===== config.mk =====
export PLATFORM = sky130hd
export DESIGN_NAME = dword_word_bridge
export DESIGN_NICKNAME = d
export VERILOG_FILES = /design/src/rtl/dwb_pkg.sv /design/src/rtl/dwb_wbuf.sv /design/src/rtl/dwb_regs.sv /design/src/rtl/dwb_engine.sv /design/src/rtl/dword_word_bridge.sv
export SDC_FILE = /design/constraint.sdc
export NUM_CORES = 1
export LEC_CHECK = 0
export BUFFER_PORTS_ARGS = -buffer_cell sky130_fd_sc_hd__clkbuf_2
export CAP_MARGIN = 25
export CELL_PAD_IN_SITES_DETAIL_PLACEMENT = 1
export CELL_PAD_IN_SITES_GLOBAL_PLACEMENT = 1
export CORE_MARGIN = 8
export CORE_UTILIZATION = 40
export DETAILED_ROUTE_END_ITERATION = 7
export GPL_TIMING_DRIVEN = 1
export HOLD_SLACK_MARGIN = 0.06
export PLACE_DENSITY = 0.72
export RECOVER_POWER = 25
export SYNTH_ARGS = -nofsm -noshare
export SYNTH_HDL_FRONTEND = slang
export SYNTH_SLANG_ARGS = --single-unit

===== constraint.sdc =====
create_clock -name clk -period 5.3 [get_ports clk]
set_clock_uncertainty 0.1 [all_clocks]
set_input_delay 1.06 -clock clk [delete_from_list [all_inputs] [get_ports clk]]
set_output_delay 1.06 -clock clk [all_outputs]
set_load 0.02 [all_outputs]

===== src/rtl/dwb_pkg.sv =====
package dwb_pkg;
    localparam int HOST_W = 32;
    localparam int CORE_W = 16;

    typedef enum logic [1:0] {
        ENG_IDLE,
        ENG_LO,
        ENG_HI
    } eng_state_e;
endpackage


===== src/rtl/dwb_wbuf.sv =====
module dwb_wbuf #(
    parameter int W     = 47,
    parameter int DEPTH = 8
) (
    input  logic         clk,
    input  logic         rst_n,
    input  logic         push,
    input  logic [W-1:0] din,
    input  logic         pop,
    output logic [W-1:0] dout,
    output logic         empty,
    output logic         full
);
    localparam int AW = (DEPTH > 1) ? $clog2(DEPTH) : 1;
    localparam int CW = $clog2(DEPTH + 1);

    typedef struct packed {
        logic [AW-1:0] rd;
        logic [AW-1:0] wr;
        logic [CW-1:0] cnt;
    } wb_state_t;

    wb_state_t st_d, st_q;
    logic [W-1:0] slot_q [DEPTH];

    assign empty = (st_q.cnt == '0);
    assign full  = (st_q.cnt == CW'(DEPTH));
    assign dout  = slot_q[st_q.rd];

    always_comb begin
        st_d = st_q;
        if (push) st_d.wr = (st_q.wr == AW'(DEPTH - 1)) ? '0 : st_q.wr + AW'(1);
        if (pop)  st_d.rd = (st_q.rd == AW'(DEPTH - 1)) ? '0 : st_q.rd + AW'(1);
        case ({push, pop})
            2'b10:   st_d.cnt = st_q.cnt + CW'(1);
            2'b01:   st_d.cnt = st_q.cnt - CW'(1);
            default: st_d.cnt = st_q.cnt;
        endcase
    end

    always_ff @(posedge clk or negedge rst_n) begin
        if (!rst_n) st_q <= '0;
        else        st_q <= st_d;
    end

    always_ff @(posedge clk) begin
        if (push) slot_q[st_q.wr] <= din;
    end


    no_overflow_chk: assert property (@(posedge clk) disable iff (!rst_n)
        full |-> !push);

    no_underflow_chk: assert property (@(posedge clk) disable iff (!rst_n)
        empty |-> !pop);
endmodule


===== src/rtl/dwb_regs.sv =====
module dwb_regs #(
    parameter int CA_W = 14
) (
    input  logic            clk,
    input  logic            rst_n,
    input  logic            wr_ptr,
    input  logic [CA_W-1:0] ptr_wval,
    input  logic            mem_wval,
    input  logic            wr_mode,
    input  logic            ind_wval,
    input  logic            inc,
    output logic [CA_W-1:0] ptr,
    output logic            mem,
    output logic            ind
);
    typedef struct packed {
        logic [CA_W-1:0] ptr;
        logic            mem;
        logic            ind;
    } rg_state_t;

    rg_state_t rg_d, rg_q;

    always_comb begin
        rg_d = rg_q;
        if (wr_ptr) begin
            rg_d.ptr = ptr_wval;
            rg_d.mem = mem_wval;
        end else if (inc) begin
            rg_d.ptr = rg_q.ptr + CA_W'(1);
        end
        if (wr_mode) rg_d.ind = ind_wval;
    end

    always_ff @(posedge clk or negedge rst_n) begin
        if (!rst_n) begin
            rg_q.ptr <= '0;
            rg_q.mem <= 1'b0;
            rg_q.ind <= 1'b1;
        end else begin
            rg_q <= rg_d;
        end
    end

    assign ptr = rg_q.ptr;
    assign mem = rg_q.mem;
    assign ind = rg_q.ind;


    ptr_quiet_chk: assert property (@(posedge clk) disable iff (!rst_n)
        (!wr_ptr && !inc) |=> $stable(rg_q.ptr));
endmodule


===== src/rtl/dwb_engine.sv =====
module dwb_engine
    import dwb_pkg::*;
#(
    parameter int CA_W = 14
) (
    input  logic              clk,
    input  logic              rst_n,
    input  logic              ld,
    input  logic              ld_we,
    input  logic              ld_mem,
    input  logic              ld_ind,
    input  logic [CA_W-1:0]   ld_addr,
    input  logic [HOST_W-1:0] ld_data,
    input  logic [CORE_W-1:0] c_rdata,
    input  logic              c_done,
    output logic              busy,
    output logic              c_req,
    output logic              c_we,
    output logic              c_mem,
    output logic [CA_W-1:0]   c_addr,
    output logic [CORE_W-1:0] c_wdata,
    output logic              ptr_inc,
    output logic              rd_valid,
    output logic [HOST_W-1:0] rd_data
);
    typedef struct packed {
        eng_state_e        st;
        logic              we;
        logic              mem;
        logic              ind;
        logic [CA_W-1:0]   addr;
        logic [HOST_W-1:0] data;
    } eng_t;

    eng_t en_d, en_q;

    always_comb begin
        en_d = en_q;
        case (en_q.st)
            ENG_IDLE: if (ld) begin
                en_d.st   = ENG_LO;
                en_d.we   = ld_we;
                en_d.mem  = ld_mem;
                en_d.ind  = ld_ind;
                en_d.addr = ld_addr;
                en_d.data = ld_data;
            end
            ENG_LO: if (c_done) begin
                if (!en_q.we) en_d.data[CORE_W-1:0] = c_rdata;
                en_d.addr = en_q.addr + CA_W'(1);
                en_d.st   = ENG_HI;
            end
            ENG_HI: if (c_done) begin
                if (!en_q.we) en_d.data[HOST_W-1:CORE_W] = c_rdata;
                en_d.st = ENG_IDLE;
            end
            default: en_d.st = ENG_IDLE;
        endcase
    end

    always_ff @(posedge clk or negedge rst_n) begin
        if (!rst_n) en_q <= '{st: ENG_IDLE, default: '0};
        else        en_q <= en_d;
    end

    assign busy     = (en_q.st != ENG_IDLE);
    assign c_req    = busy;
    assign c_we     = en_q.we;
    assign c_mem    = en_q.mem;
    assign c_addr   = en_q.addr;
    assign c_wdata  = (en_q.st == ENG_HI) ? en_q.data[HOST_W-1:CORE_W] : en_q.data[CORE_W-1:0];
    assign ptr_inc  = busy && c_done && en_q.ind;
    assign rd_valid = (en_q.st == ENG_HI) && c_done && !en_q.we;
    assign rd_data  = {c_rdata, en_q.data[CORE_W-1:0]};


    req_hold_chk: assert property (@(posedge clk) disable iff (!rst_n)
        (c_req && !c_done) |=> (c_req && $stable(c_addr) && $stable(c_we)
                                && $stable(c_mem) && $stable(c_wdata)));

    lo_then_hi_chk: assert property (@(posedge clk) disable iff (!rst_n)
        (c_req && c_done && en_q.st == ENG_LO) |=> (c_req && c_addr == $past(c_addr) + CA_W'(1)));

    load_idle_chk: assert property (@(posedge clk) disable iff (!rst_n)
        ld |-> !busy);
endmodule


===== src/rtl/dword_word_bridge.sv =====
module dword_word_bridge
    import dwb_pkg::*;
#(
    parameter int CA_W     = 14,
    parameter int HA_W     = 16,
    parameter int WB_DEPTH = 8
) (
    input  logic              clk,
    input  logic              rst_n,
    input  logic              h_valid,
    input  logic              h_write,
    input  logic [HA_W-1:0]   h_addr,
    input  logic [31:0]       h_wdata,
    output logic              h_ack,
    output logic              h_retry,
    output logic [31:0]       h_rdata,
    output logic              c_req,
    output logic              c_we,
    output logic              c_mem,
    output logic [CA_W-1:0]   c_addr,
    output logic [15:0]       c_wdata,
    input  logic [15:0]       c_rdata,
    input  logic              c_done
);
    localparam int DI_W  = CA_W - 1;
    localparam int ENT_W = 2 + DI_W + HOST_W;
    localparam int MSEL  = HA_W - 2;
    localparam int WIN   = HA_W - 1;

    typedef struct packed {
        logic              ind;
        logic              mem;
        logic [DI_W-1:0]   dw;
        logic [HOST_W-1:0] data;
    } wb_ent_t;

    typedef struct packed {
        logic              rd_ready;
        logic [HOST_W-1:0] rd_buf;
    } top_t;

    top_t tp_d, tp_q;

    logic              eng_busy, fb_empty, fb_full, push, pop, start_rd, ld;
    logic              wr_ptr, wr_mode, ptr_inc, rd_valid, busy;
    logic              rg_mem, rg_ind, ld_mem, ld_ind, ld_we;
    logic [CA_W-1:0]   rg_ptr, ld_addr;
    logic [HOST_W-1:0] rd_data, ld_data, ptr_word;
    wb_ent_t           ent_in, ent_out;
    logic              unused_addr_bits;

    assign unused_addr_bits = ^h_addr[MSEL-1:DI_W];

    assign busy   = eng_busy || !fb_empty;
    assign ent_in = '{ind: rg_ind, mem: h_addr[MSEL], dw: h_addr[DI_W-1:0], data: h_wdata};

    always_comb begin
        ptr_word            = '0;
        ptr_word[CA_W-1:0]  = rg_ptr;
        ptr_word[16]        = rg_mem;
    end

    always_comb begin
        tp_d     = tp_q;
        h_ack    = 1'b0;
        h_retry  = 1'b0;
        h_rdata  = '0;
        push     = 1'b0;
        start_rd = 1'b0;
        wr_ptr   = 1'b0;
        wr_mode  = 1'b0;
        if (h_valid) begin
            if (h_addr[WIN]) begin
                if (h_write) begin
                    if (fb_full) h_retry = 1'b1;
                    else begin
                        h_ack = 1'b1;
                        push  = 1'b1;
                    end
                end else if (tp_q.rd_ready) begin
                    h_ack         = 1'b1;
                    h_rdata       = tp_q.rd_buf;
                    tp_d.rd_ready = 1'b0;
                end else begin
                    h_retry  = 1'b1;
                    start_rd = !busy;
                end
            end else if (busy) begin
                h_retry = 1'b1;
            end else begin
                h_ack = 1'b1;
                if (h_write) begin
                    wr_mode = h_addr[0];
                    wr_ptr  = !h_addr[0];
                end else begin
                    h_rdata = h_addr[0] ? {31'b0, rg_ind} : ptr_word;
                end
            end
        end
        if (rd_valid) begin
            tp_d.rd_ready = 1'b1;
            tp_d.rd_buf   = rd_data;
        end
    end

    always_ff @(posedge clk or negedge rst_n) begin
        if (!rst_n) tp_q <= '0;
        else        tp_q <= tp_d;
    end

    assign pop = !eng_busy && !fb_empty;
    assign ld  = start_rd || pop;

    always_comb begin
        if (start_rd) begin
            ld_we   = 1'b0;
            ld_ind  = rg_ind;
            ld_mem  = rg_ind ? rg_mem : h_addr[MSEL];
            ld_addr = rg_ind ? rg_ptr : {h_addr[DI_W-1:0], 1'b0};
            ld_data = '0;
        end else begin
            ld_we   = 1'b1;
            ld_ind  = ent_out.ind;
            ld_mem  = ent_out.ind ? rg_mem : ent_out.mem;
            ld_addr = ent_out.ind ? rg_ptr : {ent_out.dw, 1'b0};
            ld_data = ent_out.data;
        end
    end

    dwb_wbuf #(.W(ENT_W), .DEPTH(WB_DEPTH)) u_wbuf (
        .clk(clk), .rst_n(rst_n), .push(push), .din(ent_in),
        .pop(pop), .dout(ent_out), .empty(fb_empty), .full(fb_full)
    );

    dwb_regs #(.CA_W(CA_W)) u_regs (
        .clk(clk), .rst_n(rst_n),
        .wr_ptr(wr_ptr), .ptr_wval(h_wdata[CA_W-1:0]), .mem_wval(h_wdata[16]),
        .wr_mode(wr_mode), .ind_wval(h_wdata[0]), .inc(ptr_inc),
        .ptr(rg_ptr), .mem(rg_mem), .ind(rg_ind)
    );

    dwb_engine #(.CA_W(CA_W)) u_eng (
        .clk(clk), .rst_n(rst_n), .ld(ld), .ld_we(ld_we), .ld_mem(ld_mem),
        .ld_ind(ld_ind), .ld_addr(ld_addr), .ld_data(ld_data),
        .c_rdata(c_rdata), .c_done(c_done), .busy(eng_busy),
        .c_req(c_req), .c_we(c_we), .c_mem(c_mem), .c_addr(c_addr),
        .c_wdata(c_wdata), .ptr_inc(ptr_inc), .rd_valid(rd_valid), .rd_data(rd_data)
    );


    one_answer_chk: assert property (@(posedge clk) disable iff (!rst_n)
        $onehot0({h_ack, h_retry}) && ((h_ack || h_retry) == h_valid));

    rd_after_core_chk: assert property (@(posedge clk) disable iff (!rst_n)
        $rose(tp_q.rd_ready) |-> $past(c_done));

    reg_quiet_chk: assert property (@(posedge clk) disable iff (!rst_n)
        (h_valid && !h_addr[WIN] && h_ack) |-> !c_req);
endmodule


== Word-level counts from Yosys, hierarchy flattened ==
Memories as Yosys holds them, arrays and structs flattened.
Cells that the tools add are included.
Cells by class
  add/subtract/negate cells: 6
  eq/ne operators: 13
  reductions and logical operators: 27
  mux-type cells: 65
Operators with widths (number)
  $mux 32: 5
  $mux 14: 6
  $pmux 16 s2: 2
  $mux 17: 3
  $mux 51: 1
  $mux 16: 3
  $mux 1: 37
  $mux 33: 1
  $add 14x1->14 const B: 2
  $pmux 14 s2: 1
  $reduce_bool 2->1: 7
  $ne 2x2->1 const B: 5
  $reduce_and 3->1: 3
  $pmux 4 s2: 1
  $reduce_and 4->1: 2
  $add 3x1->3 const B: 2
  $eq 3x3->1 const B: 2
  $mux 3: 2
  $pmux 2 s3: 1
  $logic_and 1x1->1: 5
  $logic_not 1->1: 5
  $add 4x1->4 const B: 1
  $eq 2x1->1 const B: 2
  $eq 2x2->1 const B: 2
  8 further kinds: 10
Storage, ports and cells
  bits in registers: 110
  memories: 1
  bits of input ports: 69
  bits in writable memories: 376
  logic and storage cells: 127
Memories
  u_wbuf.slot_q: depth 8, bits a word 47, read ports 1, clocked after Yosys merged registers in 0, write ports 1, line dwb_wbuf.sv:24  | logic [W-1:0] slot_q [DEPTH];

== Longest topological paths before layout ==
  word-level depth: 11
  mapped depth: 13
  gate-level depth less buffers: 10

== Hierarchy ==
From an unflattened synthesis, not the netlist that was laid out.
Second synthesis, totals
  cells, all modules: 1373
  area, all modules: 21550.7 um^2
By module, submodules not included
  dwb_wbuf: cells each 602, area each 14986.9 um^2, seq. area each 11541.1 um^2, times used 1
  dwb_engine: cells each 414, area each 3220.6 um^2, seq. area each 1276.2 um^2, times used 1
  dword_word_bridge: cells each 265, area each 2426.1 um^2, seq. area each 825.8 um^2, times used 1
  dwb_regs: cells each 92, area each 917.1 um^2, seq. area each 401.6 um^2, times used 1

== Least setup slack after synthesis ==
Ideal clock, no wire load.
  path kind: in2reg
  start point: in h_addr[15]
  end point: mem u_wbuf.slot_q[1][0], enable pin
  cell stages on the path: 4
  arrival time: 5086 ps
  data required time: 4690 ps
  setup slack: -396 ps
  cell sequence: buf_2 -> o2111ai_1 -> or2_2 -> nor3_1
Between the ends
  longest elaborated chain between the ends: 4
RTL lines
  start: declaration: line dword_word_bridge.sv:12  | input logic [HA_W-1:0] h_addr,
  $mux 1: line dword_word_bridge.sv:73  | if (h_addr[WIN]) begin
  $mux 1: line dword_word_bridge.sv:72  | if (h_valid) begin
  $mux 1: line dwb_wbuf.sv:47  | if (push) slot_q[st_q.wr] <= din;
  $mux 1 (implied by the code): line dwb_wbuf.sv:47
  end: declaration: line dwb_wbuf.sv:24
No other way between the ends.

== Final worst setup path ==
  start point: reg u_eng.en_q[49] (netlist bit)
  end point: out h_rdata[12]
Between the ends
  longest elaborated chain between the ends: 5
RTL lines
  start: declaration: line dwb_engine.sv:35  | eng_t en_d, en_q;
  start signal: assignment: line dwb_engine.sv:63  | else en_q <= en_d;
  $reduce_bool 2->1: line dwb_engine.sv:66  | assign busy = (en_q.st != ENG_IDLE);
  $logic_or 1x1->1: line dword_word_bridge.sv:54  | assign busy = eng_busy || !fb_empty;
  $mux 17: line dword_word_bridge.sv:88  | end else if (busy) begin
  $mux 32: line dword_word_bridge.sv:73
  $mux 32: line dword_word_bridge.sv:72
  end: declaration: line dword_word_bridge.sv:16  | output logic [31:0] h_rdata,
No other way between the ends.

==> impl_metrics.xml <==
<?xml version="1.0" encoding="UTF-8"?>
<metrics>
  <group name="status">
    <metric name="result_of_the_run" unit="">finished with violations</metric>
    <metric name="failing_checks" unit="">max-capacitance violations, max-slew violations</metric>
  </group>
  <group name="floorplan">
    <metric name="chipHeight" unit="µm">241</metric>
    <metric name="chipWidth" unit="µm">241</metric>
    <metric name="row_count" unit="">82</metric>
    <metric name="floorplan.io_pins" unit="">136</metric>
    <metric name="initial_utilization" unit="">0.405</metric>
    <metric name="placeableCoreArea" unit="µm²">50100</metric>
    <metric name="design.die.area" unit="µm²">58200</metric>
  </group>
  <group name="setup_path">
    <metric name="crit_path_start_kind" unit="">register</metric>
    <metric name="critical-path-max-stage-delay" unit="ns">0.69</metric>
    <metric name="critPathMostFrequentCell" unit="">nor2_1</metric>
    <metric name="worst-setup-path-type" unit="">register to output pin</metric>
    <metric name="timing.critical_path.fanout_max" unit="">15</metric>
    <metric name="cp.arrival" unit="ns">2.80</metric>
    <metric name="worst_path_top_cell_family_by_delay" unit="">simple AND/OR/NAND/NOR gates</metric>
    <metric name="cp_max_stage_cell" unit="">o21ai_1</metric>
    <metric name="critical_path.cell_chain" unit="">nor2_1, nand2_1, nor2_1, o21ai_1, nor2_1, clkbuf_2</metric>
    <metric name="crit_buf_inv" unit="">1</metric>
    <metric name="crit_required" unit="ns">4.14</metric>
    <metric name="category_of_the_worst_setup_path_capture_point" unit="">output pin</metric>
  </group>
  <group name="logic_synthesis">
    <metric name="synth_fp_nets" unit="">1292</metric>
    <metric name="syn_inst" unit="">1214</metric>
    <metric name="postSynth.asyncResetShare" unit="">0.226</metric>
    <metric name="post_synth_top_flop" unit="">edfxtp_1</metric>
    <metric name="yosys_register_bits" unit="">486</metric>
    <metric name="synth.lib_cells_used.distinct" unit="">60</metric>
    <metric name="synth-warning-count" unit="">0</metric>
    <metric name="syn-mean-instance-area" unit="µm²">16.7</metric>
    <metric name="synth_edf_count" unit="">376</metric>
    <metric name="netlist_area" unit="µm²">20300</metric>
    <metric name="ys_seq_area_frac" unit="">0.692</metric>
  </group>
  <group name="power">
    <metric name="fin_total_pwr" unit="mW">12.0</metric>
    <metric name="power_density" unit="nW/µm²">520</metric>
    <metric name="max-vdd-ir-drop" unit="µV">295</metric>
    <metric name="p_leak" unit="nW">8.08</metric>
  </group>
  <group name="clock_network">
    <metric name="cts_tree" unit="">done</metric>
    <metric name="cts.repair.resized" unit="">0</metric>
    <metric name="cts_htree_levels" unit="">2</metric>
    <metric name="cts.sinks" unit="">486</metric>
    <metric name="cts_inserted_buffers" unit="">48</metric>
    <metric name="maximum_buffer_depth_of_the_clock_tree" unit="">3</metric>
    <metric name="clk_transition_reported_paths" unit="ns">0.06</metric>
    <metric name="clock_latency" unit="ns">0.59</metric>
    <metric name="cts_root_buf" unit="">clkbuf_16</metric>
    <metric name="post-cts-setup-buffer-count" unit="">0</metric>
    <metric name="cts-hold-fix-buffers" unit="">0</metric>
  </group>
  <group name="worst_hold_path">
    <metric name="hp-class" unit="">register to register</metric>
  </group>
  <group name="placement">
    <metric name="detailedPlacementHpwl" unit="µm">33700</metric>
    <metric name="port_buffers" unit="">134</metric>
    <metric name="finalWeightedCongestion" unit="">0.800</metric>
  </group>
  <group name="global_route">
    <metric name="grt_pass1_vias" unit="">12100</metric>
    <metric name="gr-total-overflow" unit="">0</metric>
    <metric name="grt_pass1_wl" unit="µm">78100</metric>
    <metric name="globalRouteTotalUtil" unit="">0.180</metric>
    <metric name="grt_antenna_before_repair" unit="">3</metric>
    <metric name="maximum_number_of_pins_on_one_net_before_global_route_repair" unit="">50</metric>
  </group>
  <group name="sta">
    <metric name="setup_repair_after_global_routing_missed_its_margin" unit="">no</metric>
    <metric name="setup_viol_count_final" unit="">0</metric>
    <metric name="timing.max_slew.rel_slack" unit="">-0.481</metric>
    <metric name="final_period_minus_worst_setup_slack" unit="ns">3.96</metric>
    <metric name="setup-tns-final" unit="ns">0</metric>
    <metric name="layout_worst_path_cycle_share" unit="">0.748</metric>
    <metric name="slew_viol_final" unit="">40</metric>
    <metric name="fmaxAchievable" unit="MHz">252</metric>
    <metric name="transition_time_of_the_tightest_slew_check_pin" unit="ns">2.22</metric>
    <metric name="hold_viol_final" unit="">0</metric>
  </group>
  <group name="drt">
    <metric name="antenna_violating_nets_post_route" unit="">0</metric>
    <metric name="post_drt_wl_per_cell" unit="µm">25.2</metric>
    <metric name="drt_first_pass_iters" unit="">5</metric>
    <metric name="routed-via-count" unit="">11300</metric>
    <metric name="avgViaCountPerCell" unit="">5.52</metric>
    <metric name="post_route_drc" unit="">0</metric>
    <metric name="wl" unit="µm">51900</metric>
    <metric name="drt-initial-drc-count" unit="">744</metric>
  </group>
  <group name="cells_and_area">
    <metric name="final_cell_mix" unit="">376 x edfxtp_1, 106 x dfrtp_1, 100 x clkbuf_2, 93 x mux4_2, 74 x nor2_1</metric>
    <metric name="nNetsFinal" unit="">1422</metric>
    <metric name="layout_cell_share_with_drive_strength_beyond_1" unit="">0.260</metric>
    <metric name="nFillCells" unit="">4897</metric>
    <metric name="layout-area-overhead-vs-synth" unit="%">14.2</metric>
    <metric name="layout.cells.most_common" unit="">edfxtp_1</metric>
    <metric name="multi_input_comb_area" unit="µm²">5850</metric>
    <metric name="final-seq-area" unit="µm²">14100</metric>
  </group>
  <group name="run">
    <metric name="drv.max_cap_violation_count" unit="">1</metric>
  </group>
</metrics>
-- synth_stat cells, types with 16 or more instances --
cell type,number,share of area
edfxtp_1,376,0.56
dfrtp_1,109,0.13
mux4_2,93,0.10
nor2_1,81,0.015
nand2_1,72,0.013
mux2i_1,56,0.028
a21oi_1,55,0.014
mux2_2,51,0.028
buf_2,31,0.0076
o21ai_0,28,0.0069
clkbuf_1,25,0.0046
and2_1,19,0.0059
o21ai_1,19,0.0047
nand3_1,16,0.0039
-- stage by stage --
| step | hold WS (ns) | instance area, µm² | setup slack (ns) | utilization | cells |
|---|---|---|---|---|---|
| floorplan | 0.349 | 20300 | 0.869 | - | 1214 |
| global placement | 0.361 | 21700 | 1.56 | 0.434 | 1965 |
| detailed placement | 0.374 | 21700 | 1.44 | 0.434 | 1965 |
| CTS | 0.356 | 23200 | 1.28 | 0.463 | 2054 |
| global route | 0.401 | 23200 | 1.03 | 0.463 | 2055 |
| finish | 0.383 | 23200 | 1.34 | 0.463 | 2056 |
-- area by class of cell --
| type | instances | area share |
|---|---|---|
| Tap cell | 672 | 0.0363 |
| Inverter | 10 | 0.00162 |
| Antenna cell | 1 | 0.000108 |
| Multi-Input combinational cell | 637 | 0.252 |
| Sequential cell | 486 | 0.607 |
| Timing Repair Buffer | 161 | 0.0391 |
| Clock buffer | 64 | 0.0554 |
| Clock inverter | 25 | 0.00853 |
-- final timing paths --
kind / startpoint / to / slack (ns) / depth (start not counted)
max in group asynchronous: rst_n / tp_q[24] / 2.49 / 2
min in group asynchronous: rst_n / u_wbuf.st_q[2] / 1.04 / 1
setup reg to reg: u_wbuf.st_q[7] / u_eng.c_addr[9] / 2.12 / 6
setup / recovery: u_eng.en_q[49] / h_rdata[12] / 1.34 / 6
hold / removal: tp_q[23] / tp_q[23] / 0.38 / 1
hold reg to reg: tp_q[23] / tp_q[23] / 0.38 / 1
-- flip-flops by register name, summed over array words and instances (netlist names), 10 cells and up --
register       flops
u_eng.c_addr      14
u_eng.en_q        19
u_wbuf.st_q       10
u_regs.ptr        14
u_wbuf.slot_q    376
tp_q              33
u_eng.rd_data     16
-- power by group --
| group | internal [mW] | total (mW) | switching [mW] |
|---|---|---|---|
| clock | 1.80 | 3.22 | 1.42 |
| sequential | 4.54 | 5.17 | 0.633 |
| combinational | 1.57 | 3.64 | 2.07 |
| total | 7.92 | 12.0 | 4.12 |
-- kinds of logic (layout without fill, tap and decap cells) --
| kind of cell | after synthesis | in the layout | synth area share |
|---|---|---|---|
| fa+ha+maj | 9 | 9 | 0.00555 |
| compound gates | 164 | 164 | 0.0513 |
| flops | 486 | 486 | 0.692 |
| buf+inv | 91 | 260 | 0.0234 |
| other cells | 0 | 1 | 0 |
| xor+xnor | 17 | 17 | 0.00734 |
| mux | 207 | 207 | 0.163 |
| simple gates | 240 | 240 | 0.0566 |
-- layer usage --
| layer | GRT usage | up-vias | share of wire |
|---|---|---|---|
| met4 | 0.0546 | 4 | 0.025 |
| met1 | 0.246 | 5989 | 0.44 |
| met5 | 0 | - | 0.00048 |
| li1 | - | 4987 | - |
| met2 | 0.294 | 289 | 0.48 |
| met3 | 0.0284 | 77 | 0.055 |
-- worst reg2reg max path, stage by stage (launching register included) --
cell	delay, ns
dfrtp_4	0.98
buf_4	0.46
mux4_2	0.56
mux2_2	0.32
mux2i_1	0.14
a21oi_1	0.11
a2111o_1	0.41
No activity file was read; power rests on OpenSTA's default activity.
